===== config.mk =====
export PLATFORM = sky130hd
export DESIGN_NAME = irq_return_seq
export DESIGN_NICKNAME = d
export VERILOG_FILES = /design/src/rtl/irq_ret_pkg.sv /design/src/rtl/irq_ret_decode.sv /design/src/rtl/irq_ret_planner.sv /design/src/rtl/irq_ret_datapath.sv /design/src/rtl/irq_return_seq.sv
export SDC_FILE = /design/constraint.sdc
export NUM_CORES = 1
export LEC_CHECK = 0
export ABC_AREA = 0
export BUFFER_PORTS_ARGS = -buffer_cell sky130_fd_sc_hd__buf_2
export CORE_MARGIN = 8
export CORE_UTILIZATION = 25
export CTS_BUF_LIST = sky130_fd_sc_hd__clkbuf_8
export CTS_CLUSTER_DIAMETER = 120
export DETAILED_ROUTE_END_ITERATION = 12
export PLACE_DENSITY = 0.57
export REMOVE_ABC_BUFFERS = 1
export SLEW_MARGIN = 20
export SYNTH_ARGS = -nofsm -noshare
export SYNTH_HDL_FRONTEND = slang
export SYNTH_SLANG_ARGS = --single-unit

===== constraint.sdc =====
create_clock -name clk -period 2.74 [get_ports clk]
set_input_delay 0.548 -clock clk [delete_from_list [all_inputs] [get_ports clk]]
set_output_delay 0.548 -clock clk [all_outputs]
set_load 0.01 [all_outputs]

===== src/rtl/irq_ret_pkg.sv =====
package irq_ret_pkg;

   typedef enum logic [1:0] {
      V_PLAIN      = 2'd0,
      V_LONG_SHORT = 2'd1,
      V_LONG_LONG  = 2'd2,
      V_REJECT     = 2'd3
   } ret_kind_e;

   typedef enum logic [1:0] {
      DST_MODE = 2'd0,
      DST_LO   = 2'd1,
      DST_MID  = 2'd2,
      DST_HI   = 2'd3
   } pop_dst_e;

   typedef struct packed {
      logic     use_short;
      pop_dst_e dst;
      logic     last;
   } pop_step_t;

   typedef enum logic [2:0] {
      ST_IDLE    = 3'd0,
      ST_ISSUE   = 3'd1,
      ST_CAPTURE = 3'd2,
      ST_COMMIT  = 3'd3,
      ST_FINISH  = 3'd4,
      ST_REJECT  = 3'd5,
      ST_FAULT   = 3'd6
   } seq_state_e;

endpackage


===== src/rtl/irq_ret_decode.sv =====
module irq_ret_decode
   import irq_ret_pkg::*;
#(
   parameter logic [7:0] OPC_FIRST  = 8'hED,
   parameter logic [7:0] OPC_SECOND = 8'h4D,
   parameter logic [7:0] PFX_LS     = 8'h49,
   parameter logic [7:0] PFX_LL     = 8'h5B
) (
   input  logic       pfx_valid,
   input  logic [7:0] pfx_byte,
   input  logic [7:0] opc_hi,
   input  logic [7:0] opc_lo,
   input  logic       mode_in,
   output ret_kind_e  kind
);

   logic opc_ok;

   assign opc_ok = (opc_hi == OPC_FIRST) && (opc_lo == OPC_SECOND);

   always_comb begin
      kind = V_REJECT;
      if (opc_ok) begin
         if (!pfx_valid) begin
            if (mode_in) kind = V_PLAIN;
         end else if (pfx_byte == PFX_LS) begin
            if (!mode_in) kind = V_LONG_SHORT;
         end else if (pfx_byte == PFX_LL) begin
            if (mode_in) kind = V_LONG_LONG;
         end
      end
   end

endmodule


===== src/rtl/irq_ret_planner.sv =====
module irq_ret_planner
   import irq_ret_pkg::*;
(
   input  ret_kind_e  kind,
   input  logic [1:0] idx,
   input  logic       lin_mode,
   output pop_step_t  step
);

   always_comb begin
      step.use_short = 1'b0;
      step.dst       = DST_LO;
      step.last      = 1'b0;
      case (kind)
         V_PLAIN: begin
            step.dst  = pop_dst_e'(idx + 2'd1);
            step.last = (idx == 2'd2);
         end
         V_LONG_LONG: begin
            if (idx == 2'd0) begin
               step.dst = DST_MODE;
            end else begin
               step.dst  = pop_dst_e'(idx);
               step.last = lin_mode ? (idx == 2'd3) : (idx == 2'd2);
            end
         end
         V_LONG_SHORT: begin
            if (idx == 2'd0) begin
               step.dst = DST_MODE;
            end else if (lin_mode) begin
               case (idx)
                  2'd1:    step.dst = DST_HI;
                  2'd2:    begin step.dst = DST_LO;  step.use_short = 1'b1; end
                  default: begin step.dst = DST_MID; step.use_short = 1'b1; step.last = 1'b1; end
               endcase
            end else begin
               step.use_short = 1'b1;
               step.dst       = pop_dst_e'(idx);
               step.last      = (idx == 2'd2);
            end
         end
         default: begin
            step.last = 1'b1;
         end
      endcase
   end

endmodule


===== src/rtl/irq_ret_datapath.sv =====
module irq_ret_datapath
   import irq_ret_pkg::*;
#(
   parameter int         ADDR_W   = 24,
   parameter int         OFS_W    = 16,
   parameter logic [7:0] LIN_CODE = 8'h03
) (
   input  logic              clk,
   input  logic              rst,
   input  logic              load,
   input  logic              issue,
   input  logic              capture,
   input  pop_step_t         step,
   input  logic              mode_in,
   input  logic [ADDR_W-1:0] lsp_in,
   input  logic [OFS_W-1:0]  ssp_in,
   input  logic [ADDR_W-OFS_W-1:0] page_in,
   input  logic [7:0]        rdata,
   output logic [ADDR_W-1:0] rd_addr,
   output logic [ADDR_W-1:0] pc_w,
   output logic              lin_w,
   output logic [ADDR_W-1:0] lsp_w,
   output logic [OFS_W-1:0]  ssp_w,
   output logic [ADDR_W-OFS_W-1:0] page_w
);

   localparam int BYTE_W = 8;
   localparam int LANES  = ADDR_W / BYTE_W;

   assign rd_addr = step.use_short ? {page_w, ssp_w} : lsp_w;

   always_ff @(posedge clk) begin
      if (rst) begin
         lsp_w  <= '0;
         ssp_w  <= '0;
         page_w <= '0;
         lin_w  <= 1'b0;
      end else if (load) begin
         lsp_w  <= lsp_in;
         ssp_w  <= ssp_in;
         page_w <= page_in;
         lin_w  <= mode_in;
      end else begin
         if (issue && step.use_short)  ssp_w <= ssp_w + 1'b1;
         if (issue && !step.use_short) lsp_w <= lsp_w + 1'b1;
         if (capture && step.dst == DST_MODE) lin_w <= (rdata == LIN_CODE);
      end
   end

   for (genvar g = 0; g < LANES; g++) begin : g_lane
      localparam logic [1:0] LANE_CODE = 2'(g + 1);
      always_ff @(posedge clk) begin
         if (rst || load) begin
            pc_w[g*BYTE_W +: BYTE_W] <= '0;
         end else if (capture && step.dst == pop_dst_e'(LANE_CODE)) begin
            pc_w[g*BYTE_W +: BYTE_W] <= rdata;
         end
      end
   end

endmodule


===== src/rtl/irq_return_seq.sv =====
module irq_return_seq
   import irq_ret_pkg::*;
#(
   parameter int         ADDR_W   = 24,
   parameter int         OFS_W    = 16,
   parameter logic [7:0] LIN_CODE = 8'h03,
   parameter logic [7:0] CMP_CODE = 8'h02,
   parameter logic [7:0] PFX_LS   = 8'h49,
   parameter logic [7:0] PFX_LL   = 8'h5B
) (
   input  logic              clk,
   input  logic              rst,
   input  logic              start,
   input  logic              pfx_valid,
   input  logic [7:0]        pfx_byte,
   input  logic [7:0]        opc_hi,
   input  logic [7:0]        opc_lo,
   input  logic              mode_in,
   input  logic [ADDR_W-1:0] lsp_in,
   input  logic [OFS_W-1:0]  ssp_in,
   input  logic [ADDR_W-OFS_W-1:0] page_in,
   output logic              mem_rd,
   output logic [ADDR_W-1:0] mem_addr,
   input  logic [7:0]        mem_rdata,
   output logic              done,
   output logic              invalid,
   output logic              mode_err,
   output logic [ADDR_W-1:0] pc_out,
   output logic              mode_out,
   output logic [ADDR_W-1:0] lsp_out,
   output logic [OFS_W-1:0]  ssp_out,
   output logic [ADDR_W-1:0] fetch_addr
);

   localparam int PAGE_W = ADDR_W - OFS_W;

   if (ADDR_W != 24 || OFS_W != 16) begin : g_bad_width
      $error("irq_return_seq: three byte lanes over a 16-bit offset required");
   end
   if (LIN_CODE == CMP_CODE) begin : g_bad_codes
      $error("irq_return_seq: mode codes must differ");
   end
   if (PFX_LS == PFX_LL) begin : g_bad_prefix
      $error("irq_return_seq: prefix codes must differ");
   end

   seq_state_e  state;
   ret_kind_e   kind_now;
   ret_kind_e   kind_q;
   logic [1:0]  idx;
   pop_step_t   step;
   logic        load, issue, capture, commit, mode_bad;
   logic [ADDR_W-1:0] pc_w, lsp_w;
   logic [OFS_W-1:0]  ssp_w;
   logic [PAGE_W-1:0] page_w, page_q;
   logic        lin_w;

   irq_ret_decode #(
      .PFX_LS (PFX_LS),
      .PFX_LL (PFX_LL)
   ) u_decode (
      .pfx_valid (pfx_valid),
      .pfx_byte  (pfx_byte),
      .opc_hi    (opc_hi),
      .opc_lo    (opc_lo),
      .mode_in   (mode_in),
      .kind      (kind_now)
   );

   irq_ret_planner u_plan (
      .kind     (kind_q),
      .idx      (idx),
      .lin_mode (lin_w),
      .step     (step)
   );

   irq_ret_datapath #(
      .ADDR_W   (ADDR_W),
      .OFS_W    (OFS_W),
      .LIN_CODE (LIN_CODE)
   ) u_dp (
      .clk     (clk),
      .rst     (rst),
      .load    (load),
      .issue   (issue),
      .capture (capture),
      .step    (step),
      .mode_in (mode_in),
      .lsp_in  (lsp_in),
      .ssp_in  (ssp_in),
      .page_in (page_in),
      .rdata   (mem_rdata),
      .rd_addr (mem_addr),
      .pc_w    (pc_w),
      .lin_w   (lin_w),
      .lsp_w   (lsp_w),
      .ssp_w   (ssp_w),
      .page_w  (page_w)
   );

   assign load     = (state == ST_IDLE) && start && (kind_now != V_REJECT);
   assign issue    = (state == ST_ISSUE);
   assign capture  = (state == ST_CAPTURE);
   assign commit   = (state == ST_COMMIT);
   assign mode_bad = (step.dst == DST_MODE) && (mem_rdata != LIN_CODE) && (mem_rdata != CMP_CODE);

   always_ff @(posedge clk) begin
      if (rst) begin
         state  <= ST_IDLE;
         idx    <= '0;
         kind_q <= V_PLAIN;
      end else begin
         case (state)
            ST_IDLE: begin
               if (start) begin
                  idx    <= '0;
                  kind_q <= kind_now;
                  state  <= (kind_now == V_REJECT) ? ST_REJECT : ST_ISSUE;
               end
            end
            ST_ISSUE:   state <= ST_CAPTURE;
            ST_CAPTURE: begin
               if (mode_bad) begin
                  state <= ST_FAULT;
               end else if (step.last) begin
                  state <= ST_COMMIT;
               end else begin
                  idx   <= idx + 2'd1;
                  state <= ST_ISSUE;
               end
            end
            ST_COMMIT:  state <= ST_FINISH;
            default:    state <= ST_IDLE;
         endcase
      end
   end

   always_ff @(posedge clk) begin
      if (rst) begin
         pc_out   <= '0;
         mode_out <= 1'b0;
         lsp_out  <= '0;
         ssp_out  <= '0;
         page_q   <= '0;
      end else if (commit) begin
         pc_out   <= pc_w;
         mode_out <= lin_w;
         lsp_out  <= lsp_w;
         ssp_out  <= ssp_w;
         page_q   <= page_w;
      end
   end

   assign mem_rd     = issue;
   assign done       = (state == ST_FINISH);
   assign invalid    = (state == ST_REJECT);
   assign mode_err   = (state == ST_FAULT);
   assign fetch_addr = mode_out ? pc_out : {page_q, pc_out[OFS_W-1:0]};

endmodule


==> impl_results.md <==
- Simple-gate portion of the synthesized area: 0.239
- Maximum clock insertion buffer count: 2
- Met1 wire length: 11,400 um
- Placement row count: 62
- Via count of the first global-routing pass: 6,797
- Clock transition time at the flip-flop clock pins of the worst setup and hold paths: 90 ps
- Antenna Diode Count: 0
- Number of maximum-capacitance constraint violations: 0
- Detailed Routing Iterations Pass 1: 5
- Smallest setup slack after layout: -147 ps
- Total Power: 0.00436 W
- Syn-to-layout area delta: 29.6%
- Number of H-tree branching levels: 4
- Cell type contributing the most total cell area after synthesis: sky130_fd_sc_hd__dfxtp_1
- Combinational share of power: 0.073
- Layout Skew: 16.2 ps
- P_int: 0.00325 W
- Length of routed met3 wiring: 1940 um
- Die Ht: 185 um
- Final count of pins violating max slew: 0
- Global placer's final weighted congestion: 0.814
- Grt ovf: 0
- Clock Root Buffer: sky130_fd_sc_hd__clkbuf_8
- Number of synthesized flops with an enable pin: 0
- Filler Cell Count: 3,031
- Post-route minimum period: 2890 ps
- Reg-to-reg startpoint: idx[0]
- Reported net switching power: 0.00111 W
- Clock sink count: 153
- Portion of total power attributed to sequential cells: 0.518
- Largest net degree at the start of global routing: 74
- Leakage: 3.85 nW
- Final setup vio count: 24
- RR Endpoint: u_dp.ssp_w[6]
- Fin Setup TNS: -2720 ps
- Maximum clock frequency: 346 MHz
- Synth Area in XOR/XNOR: 0.0123
- Average wire length per cell after detail routing: 17.7 um
- Hold Violations, Final: 0
- Violations in the final reports: setup timing
- Cell depth of the worst min-delay path: 3
- Post-Syn Area: 0.00715 mm2
- Area share of the largest cell type after synthesis: 0.429
- Path type of the worst setup path: register to output pin
- DRC marker count from the first detailed-route iteration: 492
- Top sig layer: met5
- Synth Area per Inst: 8.21 um2
- Clk Latency, worst-skew pair: 450 ps
- Met2 wire len: 12,100 um
- Clock buffers created by TritonCTS: 17
- Post-DRT Antenna Nets: 0
- Power density over cell area: 471 mW/mm2
- Floorplan core area: 0.0284 mm2
- Cell types occupying the most area after synthesis: sky130_fd_sc_hd__dfxtp_1 43%, sky130_fd_sc_hd__nand2_1 10%, sky130_fd_sc_hd__a21oi_1 8.6%
- Complex-gate fraction of the synthesized area: 0.163
- Dominant combinational cell family by area after synthesis: simple AND/OR/NAND/NOR gates
- Overall die area: 0.0343 mm2
- Outcome: finished with violations
- # port buffers: 201
- Sort of element at the end of the critical path: output pin
- Maximum vdd drop: 0.000252 V
- Yosys cell types: 73
- Adder-cell share of the synthesized area: 0.0105
- Worst-margin pin slew: 933 ps
- End of the worst hold path: u_dp.page_w[1]
- Synthesized netlist cell count: 871
- Number of storage elements in the synthesis netlist: 153
- DPL Wire Length: 17,800 um
- Reg2reg setup slack: 140 ps
- Register area share after synthesis: 0.429
- Hold path startpoint: page_in[1]
- Worst setup slack after placement: 147 ps
- Antenna violations before repair: 4
- Count of boundary I/O pins: 202
- Type of the worst min-delay path: input pin to register
- TritonCTS clock tree: built
- Share of layout cells above drive strength 1: 0.317
- Critical path launch point: idx[0]
- Routed via count divided by cell count: 4.75
- Total wire length: 25,600 um
- Final net count: 1,144
- Post-layout util: 0.326
- Clock group share of total power: 0.409
- Proportion of register bits with asynchronous set or reset after synthesis: 0
- Yosys Warn Count: 0
- Worst reg-to-reg path cell count: 12
- Kind of start point of the critical path: register
- Commonest register cell after synthesis: sky130_fd_sc_hd__dfxtp_1
- Initial standard-cell utilization of the core: 0.252
- Multiplexer share of the synthesized area: 0.0840
- Chip width: 185 um
- Share of the clock period used by the worst path after layout: 1.05
- Total DRC errors in the routed layout: 0
- Switching part of the total: 0.255
- Setup repair after global routing missed its margin: true
- Slew HR: 0.378
- Vias after detailed routing: 6,882
- Maximum fanout count along the critical path: 8
- Global-route wire length before repair: 39,100 um
- Required time at the worst-slack endpoint: 2190 ps
- Worst Path Arrival: 2340 ps
- Combined global-route utilization of all metal layers: 0.147
## critical path: stages, from the launching register on
cell and delay [ps]:
sky130_fd_sc_hd__dfxtp_2 360, sky130_fd_sc_hd__inv_4 50, sky130_fd_sc_hd__ha_4 150, sky130_fd_sc_hd__or3b_4 370, sky130_fd_sc_hd__or2_4 330, sky130_fd_sc_hd__buf_12 180, sky130_fd_sc_hd__mux2_4 320, sky130_fd_sc_hd__buf_6 130
## cells in the mapped netlist (all sizes together), types with 2 or more instances
cell type	n
and2	9
inv	9
a32oi	2
a21oi	124
or3	3
a2bb2oi	5
nand3	24
or3b	3
nor3	18
mux2	32
nand3b	3
and3	7
or4	2
o22ai	4
nor4b	2
nand2	191
ha	6
nor2b	5
nor4	7
o211ai	2
nand2b	4
xnor2	2
a221oi	2
nor2	57
a22oi	7
mux2i	24
dfxtp	153
a21o	2
nand4b	4
buf	35
o21ai	23
o21bai	2
clkbuf	42
nand4	8
a211oi	6
o32ai	2
a31oi	14
nor3b	4
xor2	8
or2	4
## registers in the layout, indices dropped and copies added, names as in the netlist, 2 cells and up
name and count:
idx 2, kind_q 2, lsp_out 24, page_q 8
pc_out 24, ssp_out 16, state 3, u_dp.lsp_w 24
u_dp.page_w 8, u_dp.pc_w 24, u_dp.ssp_w 16
## placed cells by master (no fill, tap or decap), drive strengths merged, types with 20 or more instances in the layout
| cell type | count |
|---|---|
| mux2 | 32 |
| clkbuf | 20 |
| buf | 240 |
| o21ai | 23 |
| nor2 | 57 |
| nand3 | 24 |
| dfxtp | 153 |
| a21oi | 124 |
| nand2 | 191 |
| mux2i | 24 |
## routing by layer
metal  global-route usage  up-vias
li1                     -     3370
met1                0.190     3259
met2                0.244      226
met3               0.0406       19
met4               0.0278        8
met5                    0        -
## through the flow
| stage | hold slack (ps) | area (um2) | std cells |
|---|---|---|---|
| 2_1_floorplan | 425 | 6740 | 794 |
| 3_3_place_gp | 438 | 8540 | 1407 |
| 3_5_place_dp | 445 | 8540 | 1407 |
| 4_1_cts | 298 | 9250 | 1450 |
| 5_1_grt | 328 | 9260 | 1450 |
| 6_report | 337 | 9260 | 1450 |
## power by group through the flow
stage / clock network (W) / logic (W) / registers (W)
after floorplan: 0 / 0.000122 / 0.00231
after global placement: 0 / 0.000305 / 0.00231
after detailed placement: 0 / 0.000307 / 0.00231
after CTS: 0.00185 / 0.000320 / 0.00226
after global routing: 0.00193 / 0.000345 / 0.00227
final: 0.00178 / 0.000319 / 0.00226
## layout make-up
| class | count | area [um2] | area share |
|---|---|---|---|
| clock buffer | 20 | 275 | 0.0297 |
| clock inverter | 12 | 125 | 0.0135 |
| inverter | 9 | 36.3 | 0.00392 |
| multi-input combinational | 632 | 3700 | 0.399 |
| sequential | 153 | 3070 | 0.331 |
| tap | 384 | 480 | 0.0519 |
| timing repair buffer | 240 | 1580 | 0.171 |
## repair_timing
action	in CTS	in global routing
gates resized for setup	42	2
setup buffers	8	1
hold buffers	0	0
endpoints found under the setup margin	24	29
pin swaps	3	2
gates cloned	3	0
endpoints found under the hold margin	0	0
## worst max-delay path by stage
stage	endpoint	slack (ps)	cells after the start
3_5_place_dp	u_dp.lsp_w[8]	150	7
3_3_place_gp	u_dp.lsp_w[8]	160	7
6_report	mem_addr[19]	-150	7
4_1_cts	mem_addr[19]	-200	7
2_1_floorplan	lsp_out[0]	-270	4
5_1_grt	mem_addr[19]	-220	7
## cells by family after synthesis
group | after synthesis
AND/OR/NAND/NOR | 359
AO/OA/AOI/OAI | 201
flip-flops | 153
buffers and inverters | 86
adder cells (fa/ha/maj) | 6
XOR/XNOR | 10
multiplexers | 56
No activity file was read; power rests on OpenSTA's default activity.
